`config.mk`:
```
export PLATFORM = sky130hd
export DESIGN_NAME = sg_dma_engine
export DESIGN_NICKNAME = d
export VERILOG_FILES = /design/src/rtl/sg_dma_pkg.sv /design/src/rtl/sg_dma_desc_check.sv /design/src/rtl/sg_dma_status.sv /design/src/rtl/sg_dma_engine.sv
export SDC_FILE = /design/constraint.sdc
export NUM_CORES = 1
export LEC_CHECK = 0
export CORE_MARGIN = 10
export CORE_UTILIZATION = 42
export DETAILED_ROUTE_END_ITERATION = 7
export GPL_TIMING_DRIVEN = 1
export PLACE_DENSITY = 0.73
export SLEW_MARGIN = 20
export SYNTH_ARGS = -nofsm -noshare
export SYNTH_HDL_FRONTEND = slang
export SYNTH_SLANG_ARGS = --single-unit
```
`constraint.sdc`:
```
create_clock -name clk -period 5.6 [get_ports clk]
set_input_delay 1.12 -clock clk [delete_from_list [all_inputs] [get_ports clk]]
set_output_delay 1.12 -clock clk [all_outputs]
set_load 0.1 [all_outputs]
```
`src/rtl/sg_dma_pkg.sv`:
```
package sg_dma_pkg;
  localparam int WORD_W     = 32;
  localparam int CNT_W      = 18;
  localparam int GRAN_LOG2  = 8;
  localparam int DESC_WORDS = 3;
  localparam int WORD_BYTES = WORD_W / 8;
  localparam int DESC_BYTES = DESC_WORDS * WORD_BYTES;
  localparam int FINAL_BIT  = 31;
  localparam int ST_W       = 5;
  localparam int ST_RD_DONE = 0;
  localparam int ST_WR_DONE = 1;
  localparam int ST_RD_ERR  = 2;
  localparam int ST_WR_ERR  = 3;
  localparam int ST_SG_ERR  = 4;

  typedef enum logic [2:0] {
    S_IDLE, S_SRC, S_DST, S_CTL, S_RD, S_WR
  } eng_state_t;

  function automatic logic count_valid(input logic [CNT_W-1:0] c);
    return (c != '0) && (c[GRAN_LOG2-1:0] == '0);
  endfunction

  function automatic logic [WORD_W-1:0] desc_next(input logic [WORD_W-1:0] p);
    return p + WORD_W'(DESC_BYTES);
  endfunction

  function automatic logic [WORD_W-1:0] word_next(input logic [WORD_W-1:0] p);
    return p + WORD_W'(WORD_BYTES);
  endfunction
endpackage

```
`src/rtl/sg_dma_desc_check.sv`:
```
module sg_dma_desc_check
  import sg_dma_pkg::*;
(
  input  logic [WORD_W-1:0] ctl_word,
  output logic [CNT_W-1:0]  byte_cnt,
  output logic              is_final,
  output logic              cnt_ok
);
  logic unused_rsv;

  assign byte_cnt   = ctl_word[CNT_W-1:0];
  assign is_final   = ctl_word[FINAL_BIT];
  assign cnt_ok     = count_valid(ctl_word[CNT_W-1:0]);
  assign unused_rsv = &{1'b0, ctl_word[FINAL_BIT-1:CNT_W]};
endmodule

```
`src/rtl/sg_dma_status.sv`:
```
module sg_dma_status #(
  parameter int W = 5
) (
  input  logic         clk,
  input  logic         rst_n,
  input  logic [W-1:0] set_mask,
  input  logic         clr_we,
  input  logic [W-1:0] clr_mask,
  output logic [W-1:0] status
);
  logic [W-1:0] st_q;

  always_ff @(posedge clk or negedge rst_n) begin
    if (!rst_n) st_q <= '0;
    else        st_q <= (st_q & ~(clr_we ? clr_mask : '0)) | set_mask;
  end

  assign status = st_q;
endmodule

```
`src/rtl/sg_dma_engine.sv`:
```
module sg_dma_engine
  import sg_dma_pkg::*;
#(
  parameter int MAX_DESC = 16,
  parameter int CSR_AW   = 4
) (
  input  logic              clk,
  input  logic              rst_n,
  input  logic              start,
  input  logic [31:0]       base_addr,
  output logic              busy,
  output logic              irq,
  output logic              mem_req,
  output logic              mem_we,
  output logic [31:0]       mem_addr,
  output logic [31:0]       mem_wdata,
  input  logic              mem_ack,
  input  logic              mem_err,
  input  logic [31:0]       mem_rdata,
  input  logic              csr_we,
  input  logic [CSR_AW-1:0] csr_addr,
  input  logic [31:0]       csr_wdata,
  output logic [31:0]       csr_rdata
);
  localparam int IDX_W = $clog2(MAX_DESC + 1);
  localparam logic [CSR_AW-1:0] STATUS_OFS = CSR_AW'(4);

  eng_state_t         state;
  logic [WORD_W-1:0]  desc_ptr, src_ptr, dst_ptr, data_q;
  logic [CNT_W-1:0]   remain;
  logic               final_q;
  logic [IDX_W-1:0]   desc_idx;

  logic [CNT_W-1:0]   ctl_cnt;
  logic               ctl_final, ctl_ok;
  logic               rsp_ok, in_fetch;
  logic               ev_fetch_err, ev_cnt_bad, ev_limit, ev_desc_err;
  logic               ev_word_done, ev_desc_done, ev_ok, ev_rd_err, ev_wr_err, ev_end;
  logic [ST_W-1:0]    st_set, st_q;
  logic               csr_hit;
  logic               unused_wd;

  sg_dma_desc_check u_chk_ctl (
    .ctl_word (mem_rdata),
    .byte_cnt (ctl_cnt),
    .is_final (ctl_final),
    .cnt_ok   (ctl_ok)
  );

  // named events, used by the FSM, the status register and the checker
  assign rsp_ok       = mem_ack && !mem_err;
  assign in_fetch     = (state == S_SRC) || (state == S_DST) || (state == S_CTL);
  assign ev_fetch_err = in_fetch && mem_err;
  assign ev_cnt_bad   = (state == S_CTL) && rsp_ok && !ctl_ok;
  assign ev_word_done = (state == S_WR) && rsp_ok;
  assign ev_desc_done = ev_word_done && (remain == CNT_W'(WORD_BYTES));
  assign ev_ok        = ev_desc_done && final_q;
  assign ev_limit     = ev_desc_done && !final_q && (desc_idx == IDX_W'(MAX_DESC - 1));
  assign ev_desc_err  = ev_fetch_err || ev_cnt_bad || ev_limit;
  assign ev_rd_err    = (state == S_RD) && mem_err;
  assign ev_wr_err    = (state == S_WR) && mem_err;
  assign ev_end       = ev_ok || ev_rd_err || ev_wr_err || ev_desc_err;

  always_comb begin
    st_set             = '0;
    st_set[ST_RD_DONE] = ev_ok;
    st_set[ST_WR_DONE] = ev_ok;
    st_set[ST_RD_ERR]  = ev_rd_err;
    st_set[ST_WR_ERR]  = ev_wr_err;
    st_set[ST_SG_ERR]  = ev_desc_err;
  end

  assign csr_hit = (csr_addr == STATUS_OFS);

  sg_dma_status #(.W(ST_W)) u_status (
    .clk      (clk),
    .rst_n    (rst_n),
    .set_mask (st_set),
    .clr_we   (csr_we && csr_hit),
    .clr_mask (csr_wdata[ST_W-1:0]),
    .status   (st_q)
  );

  assign csr_rdata = csr_hit ? {{(32-ST_W){1'b0}}, st_q} : 32'd0;
  assign irq       = |st_q;
  assign busy      = (state != S_IDLE);
  assign unused_wd = &{1'b0, csr_wdata[31:ST_W]};

  // memory port
  assign mem_req   = (state != S_IDLE);
  assign mem_we    = (state == S_WR);
  assign mem_wdata = (state == S_WR) ? data_q : '0;

  always_comb begin
    case (state)
      S_SRC:   mem_addr = desc_ptr;
      S_DST:   mem_addr = word_next(desc_ptr);
      S_CTL:   mem_addr = word_next(word_next(desc_ptr));
      S_RD:    mem_addr = src_ptr;
      S_WR:    mem_addr = dst_ptr;
      default: mem_addr = '0;
    endcase
  end

  always_ff @(posedge clk or negedge rst_n) begin
    if (!rst_n) begin
      state    <= S_IDLE;
      desc_ptr <= '0;
      src_ptr  <= '0;
      dst_ptr  <= '0;
      data_q   <= '0;
      remain   <= '0;
      final_q  <= 1'b0;
      desc_idx <= '0;
    end else begin
      case (state)
        S_IDLE: if (start) begin
          desc_ptr <= base_addr;
          desc_idx <= '0;
          state    <= S_SRC;
        end
        S_SRC: if (mem_err) state <= S_IDLE;
               else if (mem_ack) begin
                 src_ptr <= mem_rdata;
                 state   <= S_DST;
               end
        S_DST: if (mem_err) state <= S_IDLE;
               else if (mem_ack) begin
                 dst_ptr <= mem_rdata;
                 state   <= S_CTL;
               end
        S_CTL: if (mem_err) state <= S_IDLE;
               else if (mem_ack) begin
                 if (ctl_ok) begin
                   remain  <= ctl_cnt;
                   final_q <= ctl_final;
                   state   <= S_RD;
                 end else begin
                   state <= S_IDLE;
                 end
               end
        S_RD: if (mem_err) state <= S_IDLE;
              else if (mem_ack) begin
                data_q <= mem_rdata;
                state  <= S_WR;
              end
        S_WR: if (mem_err) state <= S_IDLE;
              else if (mem_ack) begin
                src_ptr <= word_next(src_ptr);
                dst_ptr <= word_next(dst_ptr);
                remain  <= remain - CNT_W'(WORD_BYTES);
                if (!ev_desc_done) begin
                  state <= S_RD;
                end else if (final_q || ev_limit) begin
                  state <= S_IDLE;
                end else begin
                  desc_ptr <= desc_next(desc_ptr);
                  desc_idx <= desc_idx + 1'b1;
                  state    <= S_SRC;
                end
              end
        default: state <= S_IDLE;
      endcase
    end
  end
endmodule


```
==> flow_metrics.tcl <==
set metrics [dict create \
    status "finished, final reports clean" \
    ys_ff_latch 160 \
    cts_buffers 17 \
    synth-seq-area-share 0.352 \
    finish.cell_count_without_fillers 1850 \
    final_cell_mix "dfrtp_1, a21oi_1, nor2_1, nand2_1, o21ai_0" \
    synth_edf_count 0 \
    worst-slew-pin-transition_ps 1090 \
    row_count 60 \
    grt_pass1_vias 10677 \
    place_inst 1818 \
    ys.warnings.count 0 \
    holdBufCountCts 0 \
    worstReg2RegEnd "src_ptr[17]" \
    maxCapViolCount 0 \
    finalCritPeriodShare 0.959 \
    wl_mm 36.9 \
    powerDensity_mw_per_mm2 507 \
    antenna_found_initial 0 \
    synthDistinctLibCells 69 \
    die_area_mm2 0.0341 \
    initial_core_util 0.425 \
    final_common_cell "dfrtp_1" \
    r2r.worst_path.cells 8 \
    crit_chain "ha_1, nand2_1, or4b_1, buf_4, nor2_1, xnor2_1, a2111oi_4, nand4_1, xor2_1, o21ai_1, buf_12" \
    worst_hold_path_type "register to register" \
    clk_pin_slew_ps 70 \
    synthTopCellsByArea "dfrtp_1, a21oi_1, mux2_2, o21ai_0, nor2_1" \
    drt_first_iter_violations 1221 \
    clk_latency_ps 450 \
    core_area_mm2 0.0268 \
    grt_overflow_total 0 \
    cp.arrival_ps 4250 \
    crit_path_start_kind "register" \
    cp_num_buf_inv 2 \
    fin_nets 1611 \
    cpLargestDelayFamily "simple AND/OR/NAND/NOR gates" \
    dr.pass1.iters 5 \
    drive_gt1_frac 0.130 \
    antenna_cells 0 \
    synth_cells 1415 \
    vdd_drop_max_v 0.000277 \
    num_vias 11365 \
    syn_to_final_growth_pct 18.7 \
    io_pins 206 \
    slowest_delay_ps 590 \
    grt.total_usage 0.210 \
    cts.path.max_buffers 2 \
    hold_start "remain[1]" \
    path_class "register to output port" \
    rsz0062_at_grt "false" \
    yosys.area.top_type "dfrtp_1" \
    holdPathEnd "remain[1]" \
    finalHoldViolCount 0 \
    async_reset_ff_frac 1.00 \
    slowest_stage "a2111oi_4" \
    period_minus_slack_ps 5370 \
    fin_skew_ps 16.6 \
    drc_errors 0 \
    die_x_um 185 \
    slew_headroom 0.274 \
    synth_top_cell_area_share 0.352 \
    clock.fmax_mhz 186 \
    hpwlAfterDp_mm 26.7 \
    viasPerCell 6.14 \
    r2r_start "state[2]" \
    hold_depth 1 \
    syn-cell-area_mm2 0.0114 \
    grt_pass1_wl_mm 58.2 \
    r2r_slack_ps 1680 \
    maxSlewViolCount 0 \
    gp_congestion 0.946 \
    die_height_um 185 \
    power_mw 6.85 \
    finalSetupViolations 0 \
    final_antenna_net_count 0 \
    ys.flop_type "dfrtp_1" \
    synth.avg_cell_area_um2 8.05 \
    setup_tns_ps 0 \
    wl_per_cell_um 19.9 \
    path_max_fanout 12 \
    cts-root-buf "clkbuf_16" \
    clock_sinks 160 \
    cts_max_level 4 \
    crit_path_end_kind "output port" \
    p_leak_nw 5.58 \
    crit_required_ps 4480 \
    io_buffer_count 151 \
    grt_start_max_net_pins 111 \
    cts_tree "yes" \
]
[report_power, final]
group	internal, mW	switching, mW	total, mW
logic	1.10	2.44	3.54
clock network	0.584	0.552	1.14
registers	1.51	0.670	2.18
total	3.19	3.66	6.85
[Yosys cell counts, drive strengths merged, types with 3 or more instances]
library cell / n
nand2b: 11
or3: 11
buf: 53
clkbuf: 79
mux2: 59
nor3: 39
a31oi: 22
nand3: 57
o32ai: 6
a32oi: 6
nor4b: 6
a31o: 3
nor4: 28
ha: 9
a221o: 3
a22oi: 34
or2: 3
and3: 52
a21oi: 137
nor2b: 10
and4: 6
o21ai: 109
dfrtp: 160
xor2: 15
nor2: 133
o211ai: 3
a22o: 6
o21a: 4
o22a: 23
o31ai: 4
nand2: 124
and2: 21
o22ai: 46
a2bb2oi: 6
inv: 29
nor3b: 4
nand4: 21
o31a: 7
or4: 3
xnor2: 37
[kinds of logic (layout without fill, tap and decap cells)]
kind of cell,count (synthesis),count (layout),synth area share
adders and majority gates,9,9,0.00989
xor gates and xnor gates,52,52,0.0400
and+or+nand+nor,536,536,0.238
AOI/OAI and AO/OA,436,436,0.236
muxes,60,60,0.0592
DFF,160,160,0.352
buffers and inverters,161,229,0.0641
other,1,27,0.000329
[repair_timing]
action	in CTS	in global routing
gates resized for setup	0	1
endpoints found under the setup margin	0	4
setup buffers	0	0
[routing by layer]
metal  share of wire  vias up  track usage
li1                -     5328            -
met1            0.44     5452        0.287
met3           0.087       54       0.0441
met2            0.45      531        0.325
met5               0        -            0
met4           0.021        0       0.0637
[per-stage QoR]
stage	hold WS [ps]	worst slack [ps]	utilization	area, um2
after CTS	495	103	0.504	13500
after floorplan	450	253	-	11500
final	501	227	0.504	13500
after detailed placement	475	607	0.483	13000
after global routing	504	3.48	0.504	13500
after global placement	474	632	0.483	13000
[flip-flops by register name, indices dropped and copies added, names as in the netlist]
register         count
state                3
desc_ptr            32
data_q              32
final_q              1
desc_idx             5
remain              18
u_status.status      5
src_ptr             32
dst_ptr             32
[final cells by class]
type	instances	area, um2
sequential	160	4010
clock inverter	14	120
timing repair buffer	168	1620
multi-input combinational	1120	6800
clock buffer	18	429
fill	2568	13300
inverter	29	111
tap	341	427
[how the worst max path moves through the flow]
stage | startpoint | to | cells after the start
after floorplan | desc_ptr[2] | mem_addr[27] | 10
after global placement | desc_ptr[2] | mem_addr[31] | 10
after detailed placement | desc_ptr[2] | mem_addr[31] | 10
after CTS | desc_ptr[2] | mem_addr[31] | 10
after global routing | desc_ptr[3] | mem_addr[31] | 11
final | desc_ptr[3] | mem_addr[31] | 11
Power figures use the tool's default switching activity.
